--- src/rtl/i2cx_pkg.sv ---
package i2cx_pkg;
    typedef enum logic [1:0] {
        ENG_START = 2'd0,
        ENG_STOP  = 2'd1,
        ENG_WRITE = 2'd2,
        ENG_READ  = 2'd3
    } eng_op_t;

    typedef enum logic [1:0] {
        XFER_PROBE = 2'd0,
        XFER_WRITE = 2'd1,
        XFER_READ  = 2'd2
    } xfer_kind_t;

    typedef enum logic [3:0] {
        S_IDLE, S_START, S_DEV_W, S_ADDR, S_TURN_STOP, S_TURN_START,
        S_DEV_R, S_RD_BYTE, S_RD_PUSH, S_WR_FETCH, S_WR_BYTE, S_STOP, S_DONE
    } seq_state_t;
endpackage

--- src/rtl/i2cx_dev_fold.sv ---
module i2cx_dev_fold #(
    parameter int ADDR_BYTES = 4,
    localparam int AW   = 8 * ADDR_BYTES,
    localparam int AL_W = $clog2(ADDR_BYTES + 1)
) (
    input  logic [6:0]      dev_in,
    input  logic [AW-1:0]   addr,
    input  logic [AL_W-1:0] alen,
    input  logic [6:0]      mask,
    output logic [6:0]      dev_out
);
    logic [AW-1:0] upper;

    // bits above the transmitted address bytes; fully shifted out when alen covers all
    always_comb begin
        upper   = addr >> {alen, 3'b000};
        dev_out = dev_in | (upper[6:0] & mask);
    end
endmodule

--- src/rtl/i2cx_byte_pick.sv ---
module i2cx_byte_pick #(
    parameter int ADDR_BYTES = 4,
    localparam int AW    = 8 * ADDR_BYTES,
    localparam int IDX_W = (ADDR_BYTES > 1) ? $clog2(ADDR_BYTES) : 1
) (
    input  logic [AW-1:0]    addr,
    input  logic [IDX_W-1:0] idx,
    output logic [7:0]       byte_out
);
    logic [7:0] lanes [ADDR_BYTES];

    for (genvar g = 0; g < ADDR_BYTES; g++) begin : g_lane
        assign lanes[g] = addr[8*g +: 8];
    end

    always_comb begin
        byte_out = 8'h00;
        for (int i = 0; i < ADDR_BYTES; i++) begin
            if (idx == IDX_W'(i)) byte_out = lanes[i];
        end
    end
endmodule

--- src/rtl/i2c_xfer_seq.sv ---
module i2c_xfer_seq
    import i2cx_pkg::*;
#(
    parameter int ADDR_BYTES = 4,
    parameter int LEN_W      = 8,
    localparam int AW    = 8 * ADDR_BYTES,
    localparam int AL_W  = $clog2(ADDR_BYTES + 1),
    localparam int IDX_W = (ADDR_BYTES > 1) ? $clog2(ADDR_BYTES) : 1
) (
    input  logic             clk,
    input  logic             rst_n,
    input  logic             req_valid,
    output logic             req_ready,
    input  logic [1:0]       req_kind,
    input  logic [6:0]       req_dev,
    input  logic [AW-1:0]    req_addr,
    input  logic [AL_W-1:0]  req_alen,
    input  logic [LEN_W-1:0] req_len,
    input  logic             cfg_rep_start,
    input  logic [6:0]       cfg_ovf_mask,
    input  logic             wr_valid,
    output logic             wr_ready,
    input  logic [7:0]       wr_data,
    output logic             rd_valid,
    input  logic             rd_ready,
    output logic [7:0]       rd_data,
    output logic             eng_go,
    output logic [1:0]       eng_op,
    output logic [7:0]       eng_wbyte,
    output logic             eng_nack,
    input  logic             eng_done,
    input  logic             eng_nacked,
    input  logic [7:0]       eng_rbyte,
    output logic             resp_valid,
    output logic             resp_fail,
    output logic [LEN_W-1:0] resp_nacks
);
    seq_state_t       state, nxt, after_addr;
    xfer_kind_t       kind_q;
    logic             issued, done_ok, cmd_st, rep_q;
    logic [AL_W-1:0]  alen_c, alen_q;
    logic [AW-1:0]    addr_q;
    logic [LEN_W-1:0] len_q, nack_q;
    logic [IDX_W-1:0] aidx_q;
    logic [6:0]       dev_fold, dev_q;
    logic [7:0]       wbuf_q, rbuf_q, addr_byte;
    logic             fail_q;

    assign alen_c = (req_alen > AL_W'(ADDR_BYTES)) ? AL_W'(ADDR_BYTES) : req_alen;

    i2cx_dev_fold #(.ADDR_BYTES(ADDR_BYTES)) u_fold (
        .dev_in(req_dev), .addr(req_addr), .alen(alen_c),
        .mask(cfg_ovf_mask), .dev_out(dev_fold)
    );

    i2cx_byte_pick #(.ADDR_BYTES(ADDR_BYTES)) u_pick (
        .addr(addr_q), .idx(aidx_q), .byte_out(addr_byte)
    );

    assign cmd_st  = (state != S_IDLE) && (state != S_RD_PUSH) &&
                     (state != S_WR_FETCH) && (state != S_DONE);
    assign done_ok = issued && eng_done;

    // where the flow goes once the internal address is out
    always_comb begin
        if (kind_q == XFER_WRITE)
            after_addr = (len_q != '0) ? S_WR_FETCH : S_STOP;
        else
            after_addr = rep_q ? S_TURN_START : S_TURN_STOP;
    end

    always_comb begin
        nxt = state;
        unique case (state)
            S_IDLE:       if (req_valid) nxt = S_START;
            S_START:      if (done_ok) nxt = (kind_q == XFER_READ && alen_q == '0) ? S_DEV_R : S_DEV_W;
            S_DEV_W:      if (done_ok) begin
                              if (eng_nacked || kind_q == XFER_PROBE) nxt = S_STOP;
                              else if (alen_q != '0)                  nxt = S_ADDR;
                              else                                    nxt = after_addr;
                          end
            S_ADDR:       if (done_ok) begin
                              if (eng_nacked)        nxt = S_STOP;
                              else if (aidx_q == '0) nxt = after_addr;
                          end
            S_TURN_STOP:  if (done_ok) nxt = S_TURN_START;
            S_TURN_START: if (done_ok) nxt = S_DEV_R;
            S_DEV_R:      if (done_ok) nxt = (len_q != '0) ? S_RD_BYTE : S_STOP;
            S_RD_BYTE:    if (done_ok) nxt = S_RD_PUSH;
            S_RD_PUSH:    if (rd_ready) nxt = (len_q == '0) ? S_STOP : S_RD_BYTE;
            S_WR_FETCH:   if (wr_valid) nxt = S_WR_BYTE;
            S_WR_BYTE:    if (done_ok) nxt = (len_q == LEN_W'(1)) ? S_STOP : S_WR_FETCH;
            S_STOP:       if (done_ok) nxt = S_DONE;
            S_DONE:       nxt = S_IDLE;
            default:      nxt = S_IDLE;
        endcase
    end

    always_ff @(posedge clk) begin
        if (!rst_n) state <= S_IDLE;
        else        state <= nxt;
    end

    always_ff @(posedge clk) begin
        if (!rst_n) begin
            issued <= 1'b0;
            kind_q <= XFER_PROBE;
            alen_q <= '0;
            addr_q <= '0;
            len_q  <= '0;
            rep_q  <= 1'b0;
            dev_q  <= '0;
            aidx_q <= '0;
            wbuf_q <= '0;
            rbuf_q <= '0;
            nack_q <= '0;
            fail_q <= 1'b0;
        end else begin
            if (eng_go)       issued <= 1'b1;
            else if (done_ok) issued <= 1'b0;
            unique case (state)
                S_IDLE: if (req_valid) begin
                    kind_q <= (req_kind == 2'd3) ? XFER_PROBE : xfer_kind_t'(req_kind);
                    alen_q <= alen_c;
                    addr_q <= req_addr;
                    len_q  <= req_len;
                    rep_q  <= cfg_rep_start;
                    dev_q  <= dev_fold;
                    aidx_q <= IDX_W'(alen_c - AL_W'(1));
                    nack_q <= '0;
                    fail_q <= 1'b0;
                end
                S_DEV_W: if (done_ok && eng_nacked) fail_q <= 1'b1;
                S_ADDR: if (done_ok) begin
                    if (eng_nacked) fail_q <= 1'b1;
                    else            aidx_q <= aidx_q - IDX_W'(1);
                end
                S_RD_BYTE: if (done_ok) begin
                    rbuf_q <= eng_rbyte;
                    len_q  <= len_q - LEN_W'(1);
                end
                S_WR_FETCH: if (wr_valid) wbuf_q <= wr_data;
                S_WR_BYTE: if (done_ok) begin
                    len_q <= len_q - LEN_W'(1);
                    if (eng_nacked) nack_q <= nack_q + LEN_W'(1);
                end
                default: ;
            endcase
        end
    end

    always_comb begin
        eng_go     = cmd_st && !issued;
        eng_op     = ENG_WRITE;
        eng_wbyte  = 8'h00;
        eng_nack   = 1'b0;
        req_ready  = (state == S_IDLE);
        wr_ready   = (state == S_WR_FETCH);
        rd_valid   = (state == S_RD_PUSH);
        rd_data    = rbuf_q;
        resp_valid = (state == S_DONE);
        resp_fail  = fail_q;
        resp_nacks = nack_q;
        unique case (state)
            S_START, S_TURN_START: eng_op = ENG_START;
            S_STOP, S_TURN_STOP:   eng_op = ENG_STOP;
            S_DEV_W:   eng_wbyte = {dev_q, 1'b0};
            S_DEV_R:   eng_wbyte = {dev_q, 1'b1};
            S_ADDR:    eng_wbyte = addr_byte;
            S_WR_BYTE: eng_wbyte = wbuf_q;
            S_RD_BYTE: begin
                eng_op   = ENG_READ;
                eng_nack = (len_q == LEN_W'(1));
            end
            default: ;
        endcase
    end

    // a command strobe lasts one cycle
    p_go_pulse_r12: assert property (@(posedge clk) disable iff (!rst_n)
        eng_go |=> !eng_go);
    // an accepted request makes the sequencer busy
    p_accept_busy_r1: assert property (@(posedge clk) disable iff (!rst_n)
        (req_valid && req_ready) |=> !req_ready);
    // a stalled read byte holds
    p_rd_hold_r11: assert property (@(posedge clk) disable iff (!rst_n)
        (rd_valid && !rd_ready) |=> (rd_valid && $stable(rd_data)));
    // a NACKed device address is followed by STOP
    p_dev_abort_r7: assert property (@(posedge clk) disable iff (!rst_n)
        (state == S_DEV_W && done_ok && eng_nacked) |=> (eng_go && eng_op == ENG_STOP));
    // a NACKed address byte is followed by STOP
    p_addr_abort_r8: assert property (@(posedge clk) disable iff (!rst_n)
        (state == S_ADDR && done_ok && eng_nacked) |=> (eng_go && eng_op == ENG_STOP));
    // no write byte is sent while a stream byte is awaited
    p_wait_wr_r11: assert property (@(posedge clk) disable iff (!rst_n)
        (wr_ready && !wr_valid) |=> !eng_go);
endmodule

--- config.mk ---
export PLATFORM = sky130hd
export DESIGN_NAME = i2c_xfer_seq
export DESIGN_NICKNAME = d
export VERILOG_FILES = /design/src/rtl/i2cx_pkg.sv /design/src/rtl/i2cx_dev_fold.sv /design/src/rtl/i2cx_byte_pick.sv /design/src/rtl/i2c_xfer_seq.sv
export SDC_FILE = /design/constraint.sdc
export NUM_CORES = 1
export LEC_CHECK = 0
export ABC_AREA = 1
export CORE_ASPECT_RATIO = 0.9
export CORE_MARGIN = 3
export CORE_UTILIZATION = 54
export DETAILED_ROUTE_END_ITERATION = 6
export PLACE_DENSITY = 0.95
export SLEW_MARGIN = 15
export SYNTH_ARGS = -nofsm -noshare
export SYNTH_HDL_FRONTEND = slang
export SYNTH_SLANG_ARGS = --single-unit
--- constraint.sdc ---
create_clock -name clk -period 3.9 [get_ports clk]
set_input_delay 0.39 -clock clk [delete_from_list [all_inputs] [get_ports clk]]
set_output_delay 0.39 -clock clk [all_outputs]
set_load 0.005 [all_outputs]
# After elaboration in Yosys (flattened, before gate mapping)
# Index checks and enable logic that the tools add are counted.
# op_classes
add_sub_neg	4
order_cmp	1
n_eq_ne	40
shift	1
n_mux	51
bitwise_logic	2
reduce_logical	33
# op_table
operator	count
$mux 4	19
$mux 8	9
$pmux 4 s12	1
$pmux 8 s2	2
$pmux 8 s4	1
$shr 32x6->7	1
$ne 2x2->1 const B	15
$eq 4x4->1 const B	5
$eq 4x3->1 const B	4
$reduce_and 13->1	1
$mux 2	6
$ne 4x4->1 const B	3
$add 8x1->8 const B	1
$eq 2x2->1 const B	4
$eq 4x2->1 const B	2
$eq 8x1->1 const B	1
$logic_not 8->1	1
$mux 1	8
$reduce_and 4->1	2
$reduce_bool 2->1	4
$reduce_bool 8->1	1
$sub 8x1->8 const B	1
$and 7x7->7	1
$logic_and 1x1->1	7
other kinds (22)	32
# word_totals
ff_bits	85
inputBits	83
out_inout_bits	33
word_cells	145

# Logic depth before layout (Yosys ltp)
# depth
depth_word	7
mapped_depth	11
mapped_depth_nobuf	10

# Cells and area by module
# A second synthesis with hierarchy kept.
# unflattened
hier_cells	726
hier_area_um2	4631.9
# by_module_without_submodules
mod	instances	cells_per_inst	area_each_um2	seq_area_each_um2
i2c_xfer_seq	1	597	4021.4	1701.6
i2cx_dev_fold	1	82	346.6	0.0
i2cx_byte_pick	1	47	264.0	0.0

# Least setup slack after synthesis
# Ideal clock, no wire load.
# synth_path
kind	register to output
from	reg aidx_q[1]
to	out eng_wbyte[1]
arrival_time_ps	1333
required_time_ps	3510
setup_slack_ps	2177
stages_incl_launch_ff	10
path_buffers	1
path_cell_list	dfxtp_1 inv_1 ha_1 inv_1 clkbuf_1 o21ai_0 o21ai_0 o21ai_0 o211ai_1 nand3_1
# synth_between
elab_chain_cells	6
word_cells_on_any_way	9
cone_classes	eq/ne: 3; mux: 5; reduce/logical: 1
# synth_rtl
element	line_no	text
from (decl)	i2c_xfer_seq.sv:44	logic [IDX_W-1:0] aidx_q;
from (signal assigned)	i2c_xfer_seq.sv:129	aidx_q <= IDX_W'(alen_c - AL_W'(1));
from (signal assigned)	i2c_xfer_seq.sv:136	else aidx_q <= aidx_q - IDX_W'(1);
$logic_not 2->1	i2cx_byte_pick.sv:19	if (idx == IDX_W'(i)) byte_out = lanes[i];
$mux 8 (3 in a row)	i2cx_byte_pick.sv:19	
$mux 8 (*)	i2cx_byte_pick.sv:19	
$pmux 8 s4 (*)	i2c_xfer_seq.sv:164	unique case (state)
to (decl)	i2c_xfer_seq.sv:29	output logic [7:0] eng_wbyte,
# Mark *: on every way between the ends. The rest lies on a longest branch, timed or not.

# Worst setup path after layout
# layout_path
from	reg state[1]
to	out eng_wbyte[0]
# layout_between
elab_chain_cells	2
word_cells_on_any_way	5
cone_classes	eq/ne: 4; mux: 1
# layout_rtl
element	line_no	text
from (decl)	i2c_xfer_seq.sv:38	seq_state_t state, nxt, after_addr;
from (signal assigned)	i2c_xfer_seq.sv:101	else state <= nxt;
$eq 4x4->1 (tied with other cells)	i2c_xfer_seq.sv:164	
$pmux 8 s4 (*)	i2c_xfer_seq.sv:164	
# Marks and branches as above.

==> metrics <==
status complete, no violations; average cell area after synthesis around 6.6 um^2; IO buf count ~120; met1 track demand over resource 0.388; # diodes 0; Clock Tree Buf Depth 2; CP startpoint kind flop; total track usage 0.281; post-cts resize count 0; CP delay by family, top simple AND/OR/NAND/NOR gates; clk sinks 85; DRC Markers 0; met2 Use GR 0.460; GRT Max-Usage Layer met2; Iteration-0 DRC Markers 498; Tmin final 3.14 ns; Slew Limit Fails 0; die height approximately 95 um; RSZ-0062 raised after global routing no; FP Rows 31; Mapped Cells between 700 and 800; PwrDens slightly below 600 mW/mm^2; CTS tree built; biggest cell delay along the critical path about 0.60 ns; grt total ovfl 0; CP most frequent cell nand2_1; DRT Pass-1 Iters 5; CP Capture Type output port; CP bufs+invs 2; I/O Pins 116; CP Max Fanout 11; synthesis-to-layout area growth 29.0%; initial antenna violation count 0; post-synthesis sequential area ratio 0.357; final-report hold violation count 0; Worst-Margin Slew between 0.9 and 1 ns; routability cong. approximately 0.91; Clock transition at path regs ~0.080 ns; number of synthesis warnings 0; MaxCap Viol Count 0; largest net degree at the start of global routing 57; Worst slew margin 0.399; WS Path Type reg -> out; Synth area leaders dfxtp_1 36%, nand2_1 10%, o21ai_0 9.3%; Filler Cells Inserted approximately 690; CP Cell Sequence nand2_1 > nor2_1 > inv_1 > a21oi_1 > nand2_1 > o211ai_1 > clkdlybuf4s50_1; Synth Register Bits 85; via count around 5300; Mapped Area roughly 0.0048 mm^2; CP required 3.51 ns; Hold Crit Class reg -> reg; hold buffer count at cts 0; Yosys cell types 37; clock buffer count from CTS 9; setup bufs post-CTS 0; number of synthesized flops with an enable pin 0; vias in the first global route just under 5000; Final TNS setup 0 ns; depth of the CTS H-tree 3; die width 105 um; Hold Slack 0.468 ns; Synth async-reset ratio 0; full die area 0.00998 mm^2; leak pwr 2.56 nW; layout cells sized above 1 0.0676; syn nets ~800; Clock Latency Late Sink roughly 0.36 ns; Worst VDD drop 0.311 mV; M3 GR Usage 0.0562; post-DP HPWL roughly 10000 um; DR vias/cell 5.60; Period Utilization, post-route 0.804; crit path DAT 2.75 ns; Max Clk Rate approximately 320 MHz; core area approximately 0.0083 mm^2; area leader, netlist dfxtp_1; clock skew about 0.012 ns; Starting Density 0.574; slowest cell on the critical path dfxtp_1; global-route wire length before repair ~23000 um; drt total wl around 14000 um; endpoints failing setup 0; Root Buffer clkbuf_8; nets ~900; Detail Route Antenna Nets 0; Main synth FF type dfxtp_1; area share of the largest cell type after synthesis 0.357; wire per inst around 15 um
[sequential cells by signal (all words and copies together), names as in the netlist]
register	cells
dev_q	7
aidx_q	2
len_q	8
alen_q	3
rd_data	8
state	4
resp_fail	1
resp_nacks	8
addr_q	32
rep_q	1
kind_q	2
wbuf_q	8
issued	1
[worst paths after layout]
| check | cells past startpoint | startpoint | to | slack, ns |
|---|---|---|---|---|
| setup / recovery | 7 | state[1] | eng_wbyte[0] | 0.76 |
| setup reg to reg | 8 | state[1] | resp_nacks[2] | 1.63 |
| hold reg to reg | 2 | rd_data[0] | rd_data[0] | 0.47 |
| hold / removal | 2 | rd_data[0] | rd_data[0] | 0.47 |
[worst reg2reg max path: cells and delay by family (launching register included)]
| kind | cells | cell delay (ns) |
|---|---|---|
| buffers and inverters | 2 | 0.79 |
| AND/OR/NAND/NOR | 5 | 0.75 |
| flip-flops | 1 | 0.60 |
| AO/OA/AOI/OAI | 1 | 0.09 |
[synth_stat cells (5+ instances only)]
library cell	instances
nor3_1	6
buf_2	6
o211ai_1	10
dfxtp_1	85
nor2_4	5
inv_1	58
nor2_1	111
inv_2	5
clkbuf_1	18
nand3_1	62
xor2_1	5
o21ai_0	88
nand2_1	131
a21oi_1	68
or2_2	14
nand2_4	5
ha_1	8
o31ai_1	7
[report_power, final]
part           total [mW]  leakage, nW  switching [mW]  internal [mW]
clock               0.626       0.0923           0.330          0.295
combinational        1.72         1.77            1.09          0.625
sequential           1.28        0.698           0.180           1.10
[area by class of cell]
| type | count | area (um^2) | area share |
|---|---|---|---|
| multi-input combinational | 542 | 2680 | 0.436 |
| sequential | 85 | 1700 | 0.277 |
| timing repair buffer | 118 | 1170 | 0.191 |
| inverter | 67 | 254 | 0.0414 |
| tap | 115 | 144 | 0.0234 |
| clock buffer | 10 | 128 | 0.0208 |
| clock inverter | 6 | 63.8 | 0.0104 |
[per-layer routing]
metal  up-vias  share of wire
met2       288           0.46
met1      2383           0.43
li1       2587              -
met3        21          0.097
met5         -              0
met4         0          0.011
[cells by family after synthesis]
kind of cell / share of synthesized area
AOI/OAI and AO/OA: 0.199
DFF: 0.357
xor gates and xnor gates: 0.0129
adders and majority gates: 0.0210
buffers and inverters: 0.0802
and+or+nand+nor: 0.329
[cell usage in the layout (no fill, tap or decap), drive strengths merged]
master,instances
nand2,138
nor2,119
clkdlybuf4s50,115
o21ai,90
dfxtp,85
a21oi,68
inv,64
nand3,63
or2,14
o211ai,10
clkbuf,10
ha,8
o31ai,7
nor3,7
clkinv,6
xor2,5
a31oi,3
nand4,3
buf,3
xnor2,2
nand3b,2
clkinvlp,2
nor4,1
nor3b,1
a211oi,1
bufinv,1
[per-stage QoR]
step / cells / power [mW] / setup WS [ns] / util / instance area [um^2]
after global routing: 943 / 3.91 / 0.555 / 0.740 / 6140
final: 943 / 3.62 / 0.765 / 0.740 / 6140
after global placement: 927 / 2.91 / 1.29 / 0.717 / 5950
after floorplan: 722 / 2.44 / 2.18 / - / 4760
after CTS: 943 / 3.59 / 0.770 / 0.740 / 6140
after detailed placement: 927 / 2.97 / 1.16 / 0.717 / 5950
(Power assumes the default switching activity.)
